## src/rtl/muldiv_pkg.sv

```systemverilog
package muldiv_pkg;

    localparam int DATA_W = 32;

    typedef enum logic {
        OP_MUL = 1'b0,
        OP_DIV = 1'b1
    } md_op_e;

    typedef enum logic {
        SEL_LO = 1'b0,
        SEL_HI = 1'b1
    } hilo_sel_e;

endpackage

```

## src/rtl/muldiv_engine.sv

```systemverilog
module muldiv_engine
    import muldiv_pkg::*;
#(
    parameter int W = DATA_W
) (
    input  logic         clk,
    input  logic         rst,
    input  logic         start_i,
    input  md_op_e       op_i,
    input  logic         signed_i,
    input  logic [W-1:0] a_i,
    input  logic [W-1:0] b_i,
    output logic         busy_o,
    output logic         done_o,
    output logic         res_we_o,
    output logic [W-1:0] res_hi_o,
    output logic [W-1:0] res_lo_o,
    output logic         ovf_o,
    output logic         dz_o
);
    localparam int CW = $clog2(W + 1);
    localparam logic [CW-1:0] STEPS = CW'(W);

    logic [CW-1:0] cnt_q;
    md_op_e        op_q;
    logic          sgn_q, neg_main_q, neg_rem_q;
    logic [W-1:0]  mop_q, hi_q, lo_q;
    logic          done_q, ovf_q, dz_q;

    function automatic logic [W-1:0] magnitude(input logic [W-1:0] x, input logic s);
        return (s && x[W-1]) ? (~x + 1'b1) : x;
    endfunction

    // one shift-add step
    logic [W:0]   mul_sum;
    logic [W-1:0] mul_hi_n, mul_lo_n;
    // one restoring-divide step
    logic [W:0]   div_r, div_diff;
    logic         div_ge;
    logic [W-1:0] div_hi_n, div_lo_n;
    // final values
    logic [2*W-1:0] prod_mag, prod;
    logic [W-1:0]   quo, rem;
    logic           last, ovf_calc, dz_calc;

    always_comb begin
        mul_sum  = {1'b0, hi_q} + (lo_q[0] ? {1'b0, mop_q} : '0);
        mul_hi_n = mul_sum[W:1];
        mul_lo_n = {mul_sum[0], lo_q[W-1:1]};

        div_r    = {hi_q, lo_q[W-1]};
        div_ge   = (div_r >= {1'b0, mop_q});
        div_diff = div_r - {1'b0, mop_q};
        div_hi_n = div_ge ? div_diff[W-1:0] : div_r[W-1:0];
        div_lo_n = {lo_q[W-2:0], div_ge};

        prod_mag = {mul_hi_n, mul_lo_n};
        prod     = neg_main_q ? (~prod_mag + 1'b1) : prod_mag;
        quo      = neg_main_q ? (~div_lo_n + 1'b1) : div_lo_n;
        rem      = neg_rem_q  ? (~div_hi_n + 1'b1) : div_hi_n;

        if (sgn_q) ovf_calc = (prod[2*W-1:W] != {W{prod[W-1]}});
        else       ovf_calc = (prod[2*W-1:W] != '0);
        dz_calc  = (mop_q == '0);
        last     = (cnt_q == CW'(1));
    end

    assign busy_o   = (cnt_q != '0);
    assign res_we_o = busy_o && last;
    assign res_hi_o = (op_q == OP_MUL) ? prod[2*W-1:W] : rem;
    assign res_lo_o = (op_q == OP_MUL) ? prod[W-1:0]   : quo;
    assign done_o   = done_q;
    assign ovf_o    = ovf_q;
    assign dz_o     = dz_q;

    always_ff @(posedge clk) begin
        if (rst) begin
            cnt_q      <= '0;
            op_q       <= OP_MUL;
            sgn_q      <= 1'b0;
            neg_main_q <= 1'b0;
            neg_rem_q  <= 1'b0;
            mop_q      <= '0;
            hi_q       <= '0;
            lo_q       <= '0;
            done_q     <= 1'b0;
            ovf_q      <= 1'b0;
            dz_q       <= 1'b0;
        end else begin
            done_q <= 1'b0;
            if (!busy_o) begin
                if (start_i) begin
                    cnt_q      <= STEPS;
                    op_q       <= op_i;
                    sgn_q      <= signed_i;
                    neg_main_q <= signed_i && (a_i[W-1] ^ b_i[W-1]);
                    neg_rem_q  <= signed_i && a_i[W-1];
                    hi_q       <= '0;
                    if (op_i == OP_MUL) begin
                        lo_q  <= magnitude(b_i, signed_i);
                        mop_q <= magnitude(a_i, signed_i);
                    end else begin
                        lo_q  <= magnitude(a_i, signed_i);
                        mop_q <= magnitude(b_i, signed_i);
                    end
                end
            end else begin
                cnt_q <= cnt_q - CW'(1);
                hi_q  <= (op_q == OP_MUL) ? mul_hi_n : div_hi_n;
                lo_q  <= (op_q == OP_MUL) ? mul_lo_n : div_lo_n;
                if (last) begin
                    done_q <= 1'b1;
                    ovf_q  <= (op_q == OP_MUL) && ovf_calc;
                    dz_q   <= (op_q == OP_DIV) && dz_calc;
                end
            end
        end
    end

    AST_START_IGNORED: assert property (@(posedge clk) disable iff (rst)
        (busy_o && start_i) |=> (cnt_q == $past(cnt_q) - CW'(1)));
    AST_BUSY_FROM_START: assert property (@(posedge clk) disable iff (rst)
        $rose(busy_o) |-> $past(start_i));
    AST_DONE_IDLE: assert property (@(posedge clk) disable iff (rst)
        done_o |-> !busy_o);
    AST_DZ_FLAG: assert property (@(posedge clk) disable iff (rst)
        (res_we_o && op_q == OP_DIV && mop_q == '0) |=> (dz_o && !ovf_o));
    AST_NO_OVERFLOW: assert property (@(posedge clk) disable iff (rst)
        (res_we_o && op_q == OP_MUL && !sgn_q && res_hi_o == '0) |=> !ovf_o);

endmodule

```

## src/rtl/muldiv_hilo.sv

```systemverilog
module muldiv_hilo
    import muldiv_pkg::*;
#(
    parameter int W = DATA_W
) (
    input  logic         clk,
    input  logic         rst,
    input  logic         res_we_i,
    input  logic [W-1:0] res_hi_i,
    input  logic [W-1:0] res_lo_i,
    input  logic         mt_we_i,
    input  hilo_sel_e    mt_sel_i,
    input  logic [W-1:0] mt_data_i,
    input  hilo_sel_e    rd_sel_i,
    output logic [W-1:0] rd_data_o
);
    logic [W-1:0] hi_q, lo_q;

    always_ff @(posedge clk) begin
        if (rst) begin
            hi_q <= '0;
            lo_q <= '0;
        end else if (res_we_i) begin
            hi_q <= res_hi_i;
            lo_q <= res_lo_i;
        end else if (mt_we_i) begin
            if (mt_sel_i == SEL_HI) hi_q <= mt_data_i;
            else                    lo_q <= mt_data_i;
        end
    end

    assign rd_data_o = (rd_sel_i == SEL_HI) ? hi_q : lo_q;

    AST_HOLD_REGS: assert property (@(posedge clk) disable iff (rst)
        (!$past(rst) && !$past(res_we_i) && !$past(mt_we_i)) |-> ($stable(hi_q) && $stable(lo_q)));

endmodule

```

## src/rtl/muldiv_unit.sv

```systemverilog
module muldiv_unit
    import muldiv_pkg::*;
(
    input  logic        clk,
    input  logic        rst,
    input  logic        start_i,
    input  logic        op_i,
    input  logic        signed_i,
    input  logic [31:0] a_i,
    input  logic [31:0] b_i,
    output logic        busy_o,
    output logic        done_o,
    output logic        ovf_o,
    output logic        dz_o,
    input  logic        mt_en_i,
    input  logic        mt_sel_i,
    input  logic [31:0] mt_data_i,
    input  logic        rd_sel_i,
    output logic [31:0] rd_data_o,
    output logic        rd_ready_o
);
    localparam int W = DATA_W;

    logic         res_we;
    logic [W-1:0] res_hi, res_lo;
    logic         mt_we;

    muldiv_engine #(.W(W)) u_engine (
        .clk      (clk),
        .rst      (rst),
        .start_i  (start_i),
        .op_i     (md_op_e'(op_i)),
        .signed_i (signed_i),
        .a_i      (a_i),
        .b_i      (b_i),
        .busy_o   (busy_o),
        .done_o   (done_o),
        .res_we_o (res_we),
        .res_hi_o (res_hi),
        .res_lo_o (res_lo),
        .ovf_o    (ovf_o),
        .dz_o     (dz_o)
    );

    assign mt_we      = mt_en_i && !busy_o;
    assign rd_ready_o = !busy_o;

    muldiv_hilo #(.W(W)) u_hilo (
        .clk       (clk),
        .rst       (rst),
        .res_we_i  (res_we),
        .res_hi_i  (res_hi),
        .res_lo_i  (res_lo),
        .mt_we_i   (mt_we),
        .mt_sel_i  (hilo_sel_e'(mt_sel_i)),
        .mt_data_i (mt_data_i),
        .rd_sel_i  (hilo_sel_e'(rd_sel_i)),
        .rd_data_o (rd_data_o)
    );

    AST_READ_STALL: assert property (@(posedge clk) disable iff (rst)
        busy_o |-> !rd_ready_o);

endmodule

```

## config.mk

```make
export PLATFORM = sky130hd
export DESIGN_NAME = muldiv_unit
export DESIGN_NICKNAME = d
export VERILOG_FILES = /design/src/rtl/muldiv_pkg.sv /design/src/rtl/muldiv_engine.sv /design/src/rtl/muldiv_hilo.sv /design/src/rtl/muldiv_unit.sv
export SDC_FILE = /design/constraint.sdc
export NUM_CORES = 1
export LEC_CHECK = 0
export ABC_AREA = 1
export BUFFER_PORTS_ARGS = -buffer_cell sky130_fd_sc_hd__clkbuf_2
export CAP_MARGIN = 20
export CORE_ASPECT_RATIO = 0.8
export CORE_UTILIZATION = 30
export DETAILED_ROUTE_END_ITERATION = 10
export GPL_TIMING_DRIVEN = 0
export PLACE_DENSITY_LB_ADDON = 0.2
export SLEW_MARGIN = 20
export SYNTH_ARGS = -nofsm -noshare
export SYNTH_HDL_FRONTEND = slang
export SYNTH_SLANG_ARGS = --single-unit
```

## constraint.sdc

```tcl
create_clock -name clk -period 7.45 [get_ports clk]
set_clock_uncertainty 0.05 [all_clocks]
set_input_delay 0.745 -clock clk [delete_from_list [all_inputs] [get_ports clk]]
set_output_delay 0.745 -clock clk [all_outputs]
set_load 0.05 [all_outputs]
```

==> results of run 1 <==
flip-flops by register name, summed over array words and instances, names as in the netlist:
signal	cells
u_engine.mop_q	32
u_engine.op_q	1
u_engine.dz_o	1
u_engine.ovf_o	1
u_engine.neg_rem_q	1
u_engine.cnt_q	6
u_engine.done_o	1
u_engine.lo_q	32
u_engine.sgn_q	1
u_hilo.hi_q	32
u_hilo.lo_q	32
u_engine.neg_main_q	1
u_engine.hi_q	32
Yosys cell counts (4+ instances only):
library cell and count:
a211oi_1 5, a21oi_1 158, a21oi_2 6, a22oi_1 34, a31oi_1 18, buf_1 13, buf_12 4, buf_2 9
buf_6 4, clkbuf_1 108, dfxtp_1 173, ha_1 72, inv_1 483, inv_2 7, mux2_2 13, nand2_1 1100
nand2_2 23, nand2_4 6, nand3_1 250, nand3_2 4, nand3b_1 13, nand4_1 46, nor2_1 355, nor2_2 12
nor3_1 55, nor4_1 10, o2111ai_1 7, o211ai_1 41, o21a_1 4, o21ai_0 274, o21ai_1 17, o21ai_2 15
o21ai_4 4, o21bai_1 7, o221ai_1 25, o22ai_1 38, o31ai_1 6, o32ai_1 6, or2_2 10, xnor2_1 28
xor2_1 72
per-stage QoR:
stage               setup WS (ns)  cell area (sq um)  std cells  hold WS, ns  utilization, %
global route                1.671              22320       4603       0.4485           33.98
floorplan                   3.992              19950       3572       0.3891               -
finish                      2.102              22320       4604       0.4287           33.98
CTS                         2.247              22320       4603       0.4239           33.98
detailed placement          2.287              21720       4571       0.4097           33.06
global placement            2.267              21720       4571       0.4083           33.06
layout make-up:
class,count,area share (%)
Clock buffer,18,1.923
Antenna cell,1,0.01121
Buffer,139,2.864
Multi-Input combinational cell,2766,62.65
Inverter,494,8.329
Clock inverter,14,0.7735
Timing Repair Buffer,139,3.116
Tap cell,860,4.820
Sequential cell,173,15.51
worst paths after layout:
path / cells past startpoint / start / end
worst max-delay path: 27 / u_engine.lo_q[0] / u_engine.ovf_o
worst min register to register: 2 / u_engine.cnt_q[3] / u_engine.cnt_q[3]
worst max register to register: 27 / u_engine.lo_q[0] / u_engine.ovf_o
worst min-delay path: 2 / u_engine.cnt_q[3] / u_engine.cnt_q[3]
worst min-delay path, stage by stage (launching register included):
cell	delay [ns]
dfxtp_1	0.32
nand2_1	0.06
a21oi_1	0.05
layer usage:
layer,vias up,wire [um]
met2,1465,40960
met5,-,0
met1,11850,51670
li1,11970,-
met3,163,12960
met4,0,3315
cells by family (layout without fill, tap and decap cells):
family	count (synthesis)	count (layout)	share of synthesized area, %
and+or+nand+nor	1897	1897	39.90
AOI/OAI and AO/OA	682	682	20.37
buffers and inverters	633	804	12.53
DFF	173	173	17.36
xor gates and xnor gates	100	100	4.391
adders and majority gates	74	74	4.717
muxes	13	13	0.7339
other	0	1	0
==> reports/metrics.cfg, run 1 <==
[clocking]
hold_buffers = 0
tritoncts = yes
post_cts_buffers = 0
cts_resized = 0
clk_latency_ns = 0.49
cts.sinks = 173
cts_buffer_depth = 2
root_buffer = clkbuf_16
path_clk_slew_ns = 0.09
h-tree-depth = 4
cts_buffers = 17

[global_routing]
use_met1_pct = 47.43
grt_pass1_vias = 22610
grt_overflow = 0
use_met2_pct = 42.31
grtUsageMet3_pct = 7.976
grt_pass1_wl_mm = 155.4
grt_max_degree = 20
busiest_layer = met1
antenna_found_initial = 1
track_usage_pct = 31.41

[critical_path]
cp-end-kind = register
path_max_fanout = 10
rrSetupSlack_ns = 2.10
arrival_ns = 5.62
cpPeakStageDelay_ns = 0.50
criticalPathCategory = register to register
crit_path_start_kind = register
worstPathRequired_ns = 7.72
crit_path_frequent_cell = nand2_1
cp_num_buf_inv = 4
cp_top_family = simple AND/OR/NAND/NOR gates
cp_slowest_cell = clkbuf_1

[timing]
setup_viol = 0
finalCritPeriodShare_pct = 71.79
maxSlewHeadroom_pct = 26.87
hold_viol = 0
post-route-min-period_ns = 5.348
rsz0062_at_grt = false
slew_viol_final = 0
worstMarginPinSlew_ns = 1.097
fmax_mhz = 187.0
timing.setup.tns_ns = 0

[logic_synthesis]
synth_edf_count = 0
synth-seq-cells = 173
synth_area_sq_mm = 0.01995
synth_top_area_share_pct = 20.70
yosysWarnings = 0
syn_nets = 3750
ys_types = 66
synth_ff_type = dfxtp_1
post_synth_inst_count = 3572
ys_async_sr_fraction_pct = 0
synth_area_leader_cell = nand2_1
synth.avg_cell_area_sq_um = 5.584
synth.top_cells.by_area = nand2_1 (21%), dfxtp_1 (17%), inv_1 (9.1%), o21ai_0 (6.9%), nor2_1 (6.7%)
ys_seq_area_share_pct = 17.36

[job]
maxCapViolCount = 0

[final_layout]
final_cell_mix = nand2_1 (1100), inv_1 (483), nor2_1 (355), o21ai_0 (274), nand3_1 (250)
multiInputGateArea_sq_mm = 0.01398
regArea_sq_mm = 0.003463
drive_gt1_share_pct = 8.015
nFillCells = 7550
area_delta_synth_final_pct = 11.91
nNetsFinal = 3908
final_common_cell = nand2_1

[placement]
port_buffers = 139
place.gp.congestion = 1.037
dpl.hpwl_mm = 91.65

[die]
core_area_sq_mm = 0.06569
fp.dieW_um = 290.3
io_pins = 141
die-area_sq_mm = 0.06753
start_util_pct = 30.37
die_h_um = 232.6
rows = 84

[drt]
via_count = 25450
drtPass1Iterations = 6
wirelength_mm = 108.9
viasPerCell = 5.528
antenna_left = 0
wire_per_inst_um = 23.66
remaining_drc_errors = 0
drt_first_iter_violations = 3296

[hold_path]
min_path_type = register to register

[status]
status = finished, final reports clean

Power of run 1 is not shown: default switching activity piles up to over one toggle a cycle in this logic, so the estimate is an artifact.
==> run 2, diff against run 1 <==
ABC_AREA = 0   (was 1)
clock period = 4.33 ns   (was 7.45 ns; I/O delays follow)
==> run 2 against run 1 <==
The run now ends with setup timing left. Core utilization increased by 5.5 points. Sequential cell count unchanged. Count of clock-buffer cells in the layout decreased by 1. Critical path type unchanged. Largest cell class unchanged.
==> reports/metrics.cfg, run 2 <==
[global_routing]
grt_max_degree = 21
track_usage_pct = 27.88
antenna_found_initial = 2
grt_pass1_vias = 19400
grt_pass1_wl_mm = 129.8
grt_overflow = 0

[placement]
place_ws_ns = -1.945
place_inst = 3548
place.gp.congestion = 0.9716
port_buffers = 137
dpl.hpwl_mm = 73.09

[job]
maxCapViolCount = 0

[critical_path]
cpPeakStageDelay_ns = 0.55
crit_path_start_kind = register
rrSetupSlack_ns = -0.64
cp-startpoint = u_engine.lo_q[0]
crit_chain = and2_4, ha_4, fa_2, a21o_4, a221o_1, a211o_1, a21bo_1, a41oi_2, xor2_2, or4b_4, o41ai_4, xnor2_2, nor4_2, nand2_1, a2111oi_2, a21oi_1
reg2reg_to = u_engine.ovf_o
worstPathRequired_ns = 4.65
cp-end-kind = register
criticalPathCategory = register to register
worstRegToRegCells = 16
arrival_ns = 5.30
cp_slowest_cell = or4b_4
path_max_fanout = 4
crit_end = u_engine.ovf_o
worstReg2RegStart = u_engine.lo_q[0]

[final_layout]
area_delta_synth_final_pct = 28.84
drive_gt1_share_pct = 24.09
nNetsFinal = 3021
final_common_cell = nand2_1
finalNonFillerCells = 3677
nFillCells = 6341
final_cell_mix = nand2_1 (322), nor2_1 (224), a21oi_1 (187), o21ai_0 (151), dfxtp_1 (142)

[logic_synthesis]
post_synth_inst_count = 2591
synth_area_leader_cell = dfxtp_1
synth-seq-cells = 173
syn_nets = 2769
yosysWarnings = 0
synth_ff_type = dfxtp_1
synth_edf_count = 0
synth_common_cells = nand2_1 (326), nor2_1 (234), a21oi_1 (219)
ys_seq_area_share_pct = 18.80
synth.avg_cell_area_sq_um = 7.110
synth_area_sq_mm = 0.01842
ys_async_sr_fraction_pct = 0
synth.top_cells.by_area = dfxtp_1 (19%), nand2_1 (6.6%), a211oi_1 (6.1%), a21oi_1 (5.9%), xnor2_1 (5.7%)
ys_types = 97
synth_top_area_share_pct = 18.80
yosysMostFrequentCell = nand2_1

[timing]
setup_viol = 17
worstMarginPinSlew_ns = 1.151
hold_viol = 0
fmax_mhz = 201.0
timing.hold.ws_ns = 0.1622
rsz0062_at_grt = true
slew_viol_final = 0
finalCritPeriodShare_pct = 114.9
timing.setup.tns_ns = -4.354
maxSlewHeadroom_pct = 22.44
post-route-min-period_ns = 4.975
worst_slack_ns = -0.6446

[drt]
via_count = 21790
remaining_drc_errors = 0
antenna_left = 0
wire_per_inst_um = 24.85
drtPass1Iterations = 5
wirelength_mm = 91.36
viasPerCell = 5.926
drt_first_iter_violations = 2432

[clocking]
tritoncts = yes
cts.sinks = 173
cts_buffers = 17
h-tree-depth = 4
root_buffer = clkbuf_16
cts_buffer_depth = 2
clk_latency_ns = 0.49
path_clk_slew_ns = 0.09

[die]
core_area_sq_mm = 0.06016
fp.dieW_um = 279.1
start_util_pct = 30.62
die_h_um = 223.6
io_pins = 141
rows = 80
die-area_sq_mm = 0.06241

[status]
violations = setup timing
status = finished with violations

[hold_path]
min_path_type = primary input to register

==> run 2: cell types whose count changed after synthesis, moves of 36 or more <==
cell      delta
nand2_1    -774
a211oi_1   +144
a21oi_1     +61
nor2_1     -121
nor2b_1     +36
inv_1      -410
mux2i_1     +98
xnor2_1     +91
clkbuf_1    +48
nand3_1    -206
o21ai_0     -95
==> run 2: logic make-up (layout without fill, tap and decap cells) <==
logic type,Yosys count,count (layout),share of synthesized area (%)
buf+inv,274,539,5.780
flops,173,173,18.80
fa+ha+maj,74,74,5.107
simple gates,907,907,23.63
mux,140,140,7.953
compound gates,821,821,29.13
other cells,0,1,0
xor+xnor,202,202,9.603
==> run 2: worst min path at each step <==
stage                  startpoint                 end  slack, ns  cells after the start
2_1_floorplan  u_engine.mop_q[18]  u_engine.mop_q[18]       0.38                      2
3_3_place_gp   u_engine.mop_q[17]  u_engine.mop_q[17]       0.40                      2
3_5_place_dp   u_engine.mop_q[17]  u_engine.mop_q[17]       0.40                      2
4_1_cts             mt_data_i[13]     u_hilo.hi_q[13]       0.16                      3
5_1_grt             mt_data_i[13]     u_hilo.hi_q[13]       0.18                      3
6_report            mt_data_i[13]     u_hilo.hi_q[13]       0.16                      3
==> run 2: metrics by stage <==
stage | utilization, % | instance area [sq um]
after global routing | 39.45 | 23730
after floorplan | - | 18640
final | 39.46 | 23740
after global placement | 33.83 | 20350
after CTS | 37.32 | 22450
after detailed placement | 33.84 | 20350
==> run 2: final cells by class <==
| cell class | count | area [sq um] | share of cell area [%] |
|---|---|---|---|
| Timing Repair Buffer | 244 | 1567 | 6.600 |
| Antenna cell | 1 | 2.502 | 0.01054 |
| Sequential cell | 173 | 3522 | 14.84 |
| Clock inverter | 15 | 183.9 | 0.7749 |
| Inverter | 76 | 297.8 | 1.255 |
| Multi-Input combinational cell | 2144 | 15830 | 66.70 |
| Clock buffer | 17 | 425.4 | 1.792 |
| Tap cell | 820 | 1026 | 4.323 |
| Buffer | 187 | 879.6 | 3.706 |
==> run 2: worst max-delay path: cells and delay by family, from the launching register on <==
kind / cells / cell delay, ns
AOI/OAI and AO/OA: 8 / 2.25
adders and majority gates: 2 / 0.54
DFF: 1 / 0.38
and+or+nand+nor: 4 / 1.17
xor gates and xnor gates: 2 / 0.49
==> run 2: repair_timing <==
| action | 4_1_cts | 5_1_grt |
|---|---|---|
| gates resized for setup | 236 | 184 |
| endpoints found under the setup margin | 86 | 52 |
| hold buffers | 0 | 0 |
| buffers inserted | 56 | 53 |
| pin swaps | 81 | 104 |
==> run 2: metal layers <==
| layer | global-route usage [%] | share of wire (%) |
|---|---|---|
| met5 | 0 | 0.012 |
| met4 | 5.565 | 1.7 |
| met3 | 4.506 | 9.8 |
| met2 | 39.16 | 40 |
| met1 | 43.59 | 48 |
Power of run 2 is left out for the same reason.
